<file path="src/rtl/byte_swap_reg.sv">
module byte_swap_reg #(
  parameter int LANE_W = 8,
  parameter int LANES  = 4
) (
  input  logic              clk,
  input  logic              rst_n,
  input  logic              in_vld,
  input  logic [LANE_W-1:0] in_byte,
  output logic              out_vld,
  output logic [LANE_W-1:0] out_byte
);
  localparam int WORD_W = LANE_W * LANES;
  localparam int IDX_W  = (LANES > 1) ? $clog2(LANES) : 1;
  localparam logic [IDX_W-1:0] LAST = IDX_W'(LANES - 1);

  typedef enum logic [2:0] {S_IDLE, S_GATHER, S_READ, S_WRITE, S_SEND} st_t;

  st_t               st;
  logic [IDX_W-1:0]  idx;
  logic [WORD_W-1:0] asm_w;
  logic [WORD_W-1:0] store;
  logic [WORD_W-1:0] old_w;

  always_ff @(posedge clk) begin
    if (!rst_n) begin
      st    <= S_IDLE;
      idx   <= '0;
      asm_w <= '0;
      store <= '0;
      old_w <= '0;
    end else begin
      case (st)
        S_IDLE: if (in_vld) begin
          asm_w <= {{(WORD_W-LANE_W){1'b0}}, in_byte};
          idx   <= (LANES > 1) ? IDX_W'(1) : '0;
          st    <= (LANES > 1) ? S_GATHER : S_READ;
        end
        S_GATHER: begin
          asm_w[idx*LANE_W +: LANE_W] <= in_byte;
          if (idx == LAST) begin
            idx <= '0;
            st  <= S_READ;
          end else begin
            idx <= idx + 1'b1;
          end
        end
        S_READ: begin
          old_w <= store;
          st    <= S_WRITE;
        end
        S_WRITE: begin
          store <= asm_w;
          idx   <= '0;
          st    <= S_SEND;
        end
        S_SEND: begin
          if (idx == LAST) begin
            idx <= '0;
            st  <= S_IDLE;
          end else begin
            idx <= idx + 1'b1;
          end
        end
        default: st <= S_IDLE;
      endcase
    end
  end

  assign out_vld  = (st == S_SEND);
  assign out_byte = out_vld ? old_w[idx*LANE_W +: LANE_W] : '0;
endmodule

</file>
<file path="config.mk">
export PLATFORM = sky130hd
export DESIGN_NAME = byte_swap_reg
export DESIGN_NICKNAME = d
export VERILOG_FILES = /design/src/rtl/byte_swap_reg.sv
export SDC_FILE = /design/constraint.sdc
export NUM_CORES = 1
export LEC_CHECK = 0
export BUFFER_PORTS_ARGS = -buffer_cell sky130_fd_sc_hd__buf_4
export CAP_MARGIN = 20
export CORE_UTILIZATION = 33
export CTS_CLUSTER_DIAMETER = 120
export DETAILED_ROUTE_END_ITERATION = 7
export GPL_TIMING_DRIVEN = 0
export MAX_ROUTING_LAYER = met4
export PLACE_DENSITY = 0.57
export SLEW_MARGIN = 15
export SYNTH_ARGS = -nofsm -noshare
export SYNTH_HDL_FRONTEND = slang
export SYNTH_SLANG_ARGS = --single-unit
</file>
<file path="constraint.sdc">
create_clock -name clk -period 2.1 [get_ports clk]
set_input_delay 0.315 -clock clk [delete_from_list [all_inputs] [get_ports clk]]
set_output_delay 0.315 -clock clk [all_outputs]
set_load 0.05 [all_outputs]
</file>
# --- Yosys cells after proc, flatten, opt, wreduce, memory -nomap -nowiden ---
# Cells that the tools add are included.
word_totals:
  inputBits: 11
  wordCells: 36
  output_inout_bits: 9
  register_bits: 101
classes:
  n_addsub: 2
  n_eq_ne: 8
  shift: 3
  muxes: 11
  reduce_logical: 7
op_table:
  columns: ["op", "count"]
  rows:
  - ["$pmux W32 S2", 1]
  - ["$neg A5 Y34", 1]
  - ["$shift A8 B34 Y32 const A", 1]
  - ["$shiftx A8 B34 Y32", 1]
  - ["$bwmux W32", 1]
  - ["$mux W32", 1]
  - ["$shiftx A32 B6 Y8", 1]
  - ["$pmux W3 S5", 1]
  - ["$mux W3", 3]
  - ["$mux W8", 1]
  - ["$eq A3 B2 Y1 const B", 2]
  - ["$pmux W2 S3", 1]
  - ["$mux W2", 2]
  - ["$ne A2 B2 Y1 const B", 2]
  - ["$reduce_and A2 Y1", 2]
  - ["$eq A3 B1 Y1 const B", 1]
  - ["$eq A3 B3 Y1 const B", 1]
  - ["$logic_not A3 Y1", 1]
  - ["$reduce_and A3 Y1", 1]
  - ["$reduce_bool A3 Y1", 1]
  - ["$add A2 B1 Y2 const B", 1]
  - ["$eq A2 B2 Y1 const B", 1]
  - ["$ne A2 B1 Y1 const B", 1]
  - ["$reduce_bool A2 Y1", 1]
  - ["$reduce_or A2 Y1", 1]

# --- Depth between registers and ports, before layout ---
logic_depth:
  ltp_word: 4
  mapped_depth: 7
  mapped_depth_nobuf: 5

# --- Worst setup path before layout ---
# Ideal clock, no wire load.
synth_timing:
  path_type: "reg2out"
  startpoint: "register st[0]"
  endpoint: "output out_byte[0]"
  setup_slack_ps: -54
  required_time_ps: 1785
  arrival_time_ps: 1839
  stages_incl_launch_ff: 5
  path_cell_list: "dfxtp_1 -> buf_4 -> or3b_2 -> inv_1 -> and2_1"
synth_via:
  elab_chain_len: 2
synth_lines:
  columns: ["item", "line_no", "text"]
  rows:
  - ["from (decl)", "18", "st_t st;"]
  - ["from (signal assigned)", "36", "st <= (LANES > 1) ? S_GATHER : S_READ;"]
  - ["$eq A3 B3 Y1", "69", "assign out_vld = (st == S_SEND);"]
  - ["named net out_vld", "9", "output logic out_vld,"]
  - ["$mux W8", "70", "assign out_byte = out_vld ? old_w[idx*LANE_W +: LANE_W] : '0;"]
  - ["to (decl)", "10", "output logic [LANE_W-1:0] out_byte"]
# The timed path passes the listed nets, and every way through them passes these cells.

# --- Final worst setup path ---
layout_timing:
  startpoint: "register st[0]"
  endpoint: "output out_byte[3]"
layout_via:
  elab_chain_len: 2
layout_lines:
  columns: ["item", "line_no"]
  rows:
  - ["$eq A3 B3 Y1", "69"]
  - ["$mux W8", "70"]
# No other way between the ends.

==> impl_metrics.toml <==
[status]
outcome = "finished clean"

[layout]
diodes = 0
regArea_mm2 = 0.00203
nFillCells = 1240
fin_area_mm2 = 0.00483
finalNetCount = 500
drive_above_1_share_pct = 16.0
syn2layout_area_growth_pct = 18.0
multi_input_area_mm2 = 0.00193
stdcell_count = 656

[timing]
max_freq_ghz = 0.490
rsz0062_at_grt = "true"
finalCriticalPeriod_ns = 2.04
finalSetupViolations = 0
tightest_slew_ns = 0.664
clock_skew_ns = 0.00531
timing.final.hold_violations = 0
timing.hold.ws_ns = 0.248
slew_headroom_pct = 55.7
period_share_pct = 97.3
finalMaxSlewViolations = 0

[yosys]
synth_cell_types = 41
synth_xor_area_share_pct = 0
ys_seq_elements = 101
synthCells = 450
synthesis.nets = 467
synth_compound_gate_area_share_pct = 20.6
netlist_area_mm2 = 0.00410
yosys_warnings = 0
syn_area_per_cell_um2 = 9.10
synth-seq-area-share_pct = 49.4
muxShareOfSynthArea_pct = 4.89
synth_top_family_by_area = "compound AO/OA/AOI/OAI gates"
synthAdderAreaFrac_pct = 1.83
synthSimpleGateAreaFrac_pct = 19.5

[global_routing]
grt_max_degree = 19
overflow = 0
met2_usage_pct = 26.8
globalRouteMet1Util_pct = 24.9
met3_usage_pct = 2.92
grt_pass1_vias = 3002
grt_usage_pct = 18.0
antenna_found_initial = 0
grt_pass1_wl_um = 16800
grt_busiest_layer = "met2"

[routing]
drt_iter0_markers = 212
via_per_inst = 4.87
wl_um = 10600
vias = 3197
wl_per_cell_um = 16.1
dr.pass1.iters = 5
antenna_left = 0
drc = 0

[clocking]
clock_sinks = 101
hold_buffers = 0
cts_made_buffers = 9
cts_buffer_depth = 2
root_buffer = "clkbuf_16"
path_clk_slew_ns = 0.07
clk_latency_ns = 0.35
htree_levels = 3
cts_tree = "yes"

[die]
dieHeight_um = 113
ios = 20
die_width_um = 113
rows = 40
die_area_mm2 = 0.0129
core_mm2 = 0.0121
initial_utilization_pct = 34.0

[setup_path]
crit_path_cell_trace = "buf_4, or3b_4, clkinvlp_4, and2_2, buf_6"
crit_type = "reg2out"
slowest_delay_ns = 0.44
critical_path_buf_inv_count = 3
crit_arrival_ns = 1.73
worst_ep_required_time_ns = 1.78
worstPathMaxFanout = 10
crit_family = "simple AND/OR/NAND/NOR gates"
crit_path_start_kind = "flop"
end_kind = "output port"
crit_slowest_cell = "or3b_4"

[placed_design]
post-dp-hpwl_um = 7780
io_buffers = 19
dp.cells = 637
place_area_mm2 = 0.00446
place_congestion = 0.924

[power_and_ir_drop]
vdd_ir_drop_max_v = 0.000477
power_density_mw_per_mm2 = 787
finalPower_mw = 3.80
p_leak_nw = 1.63

[job]
cap_violations = 0

[min_path]
hold_path.class = "in2reg"
==> through the flow <==
stage / worst slack, ns / utilization (%) / TNS, ns
2_1_floorplan: 0.0495 / - / 0
3_3_place_gp: -0.357 / 37.0 / -9.07
3_5_place_dp: -0.423 / 37.0 / -10.83
4_1_cts: 0.000901 / 40.0 / 0
5_1_grt: -0.0117 / 40.1 / -0.0145
6_report: 0.0572 / 40.1 / 0
==> logic make-up after synthesis <==
kind of cell,Yosys count
AOI/OAI and AO/OA,111
and+or+nand+nor,185
DFF,101
muxes,10
buffers and inverters,37
adders and majority gates,6
==> final cells by class <==
type / instances / share of cell area (%)
buffer: 31 / 3.34
clock buffer: 10 / 4.74
clock inverter: 6 / 1.14
inverter: 5 / 0.466
multi-input combinational: 312 / 39.9
sequential: 101 / 42.0
tap: 168 / 4.35
timing repair buffer: 22 / 3.96
timing repair inverter: 1 / 0.155
==> registers in the layout, summed over array words and instances, names as in the netlist <==
name,cells
st,3
old_w,32
idx,2
asm_w,32
store,32
==> worst reg2reg max path: stages, from the launching register on <==
cell	delay [ns]
dfxtp_2	0.39
clkbuf_8	0.20
inv_1	0.09
ha_1	0.32
nand4bb_1	0.20
a2111o_1	0.50
o2bb2ai_1	0.19
==> synth_stat cells, drive strengths merged <==
master   count  share of area [%]
nand4        1               0.15
nor4bb       1               0.24
a21oi        1               0.12
a2bb2o       1               0.24
nand3b       2               0.37
o211ai       1               0.18
o2bb2ai     15                3.2
mux4         8                4.4
a21boi      65                 12
clkbuf      17                1.6
o21bai       1               0.18
nand3        1               0.12
ha           6                1.8
nand2      155                 14
buf         15                1.9
a211oi       2               0.61
a31oi        2               0.31
mux2i        2               0.49
o31ai        1               0.18
o221ai       1               0.21
dfxtp      101                 49
and2         9                1.4
o21ai        2               0.24
a2111o       1               0.27
nor2         2               0.18
or3b         2               0.43
nor2b        2               0.31
and4bb       1               0.31
nor3b        2               0.49
nand2b       3               0.46
nor3         1               0.12
nand4bb      1               0.27
inv          5               0.46
o22ai       16                2.4
nand4b       1               0.21
and3b        1               0.21
o31a         2               0.43
==> power by group <==
part	internal, mW	switching, mW	leakage [nW]
Combinational	0.106	0.140	0.677
Clock	0.828	0.778	0.133
Sequential	1.93	0.0152	0.817
==> final timing paths <==
path | from | endpoint | slack, ns | cells after the start
setup / recovery | st[0] | out_byte[3] | 0.06 | 5
hold / removal | in_vld | st[0] | 0.25 | 3
setup reg to reg | idx[1] | asm_w[6] | 0.12 | 6
hold reg to reg | store[1] | old_w[1] | 0.45 | 2
==> repair_timing <==
action | 4_1_cts | 5_1_grt
pin swaps | 2 | 1
endpoints found under the setup margin | 42 | 25
cloned | 1 | 0
gates resized for setup | 16 | 5
buffers inserted | 3 | 0
==> cells in the final DEF, fill, tap and decap left out, drive strengths merged <==
cell type,n
or3b,2
a21oi,1
mux2i,2
a211oi,2
nor3,1
nand2,155
nor3b,2
and4bb,1
o31a,2
nand3,1
ha,6
nand2b,3
inv,7
nand3b,2
nand4bb,1
and2,9
o21bai,1
mux4,8
o2bb2ai,15
o211ai,1
clkbuf,27
clkinvlp,4
nand4b,1
dfxtp,101
o31ai,1
nor2,2
nor4bb,1
nor2b,2
o221ai,1
o21ai,2
and3b,1
nand4,1
a2bb2o,1
a2111o,1
buf,36
o22ai,16
a31oi,2
clkinv,1
a21boi,65
==> routing by layer <==
| metal | wire [µm] | vias to the layer above |
|---|---|---|
| met5 | 0 | - |
| met2 | 4630 | 69 |
| met3 | 316 | 12 |
| met1 | 5460 | 1499 |
| met4 | 155 | 0 |
| li1 | - | 1617 |
No activity file was read; power rests on OpenSTA's default activity.
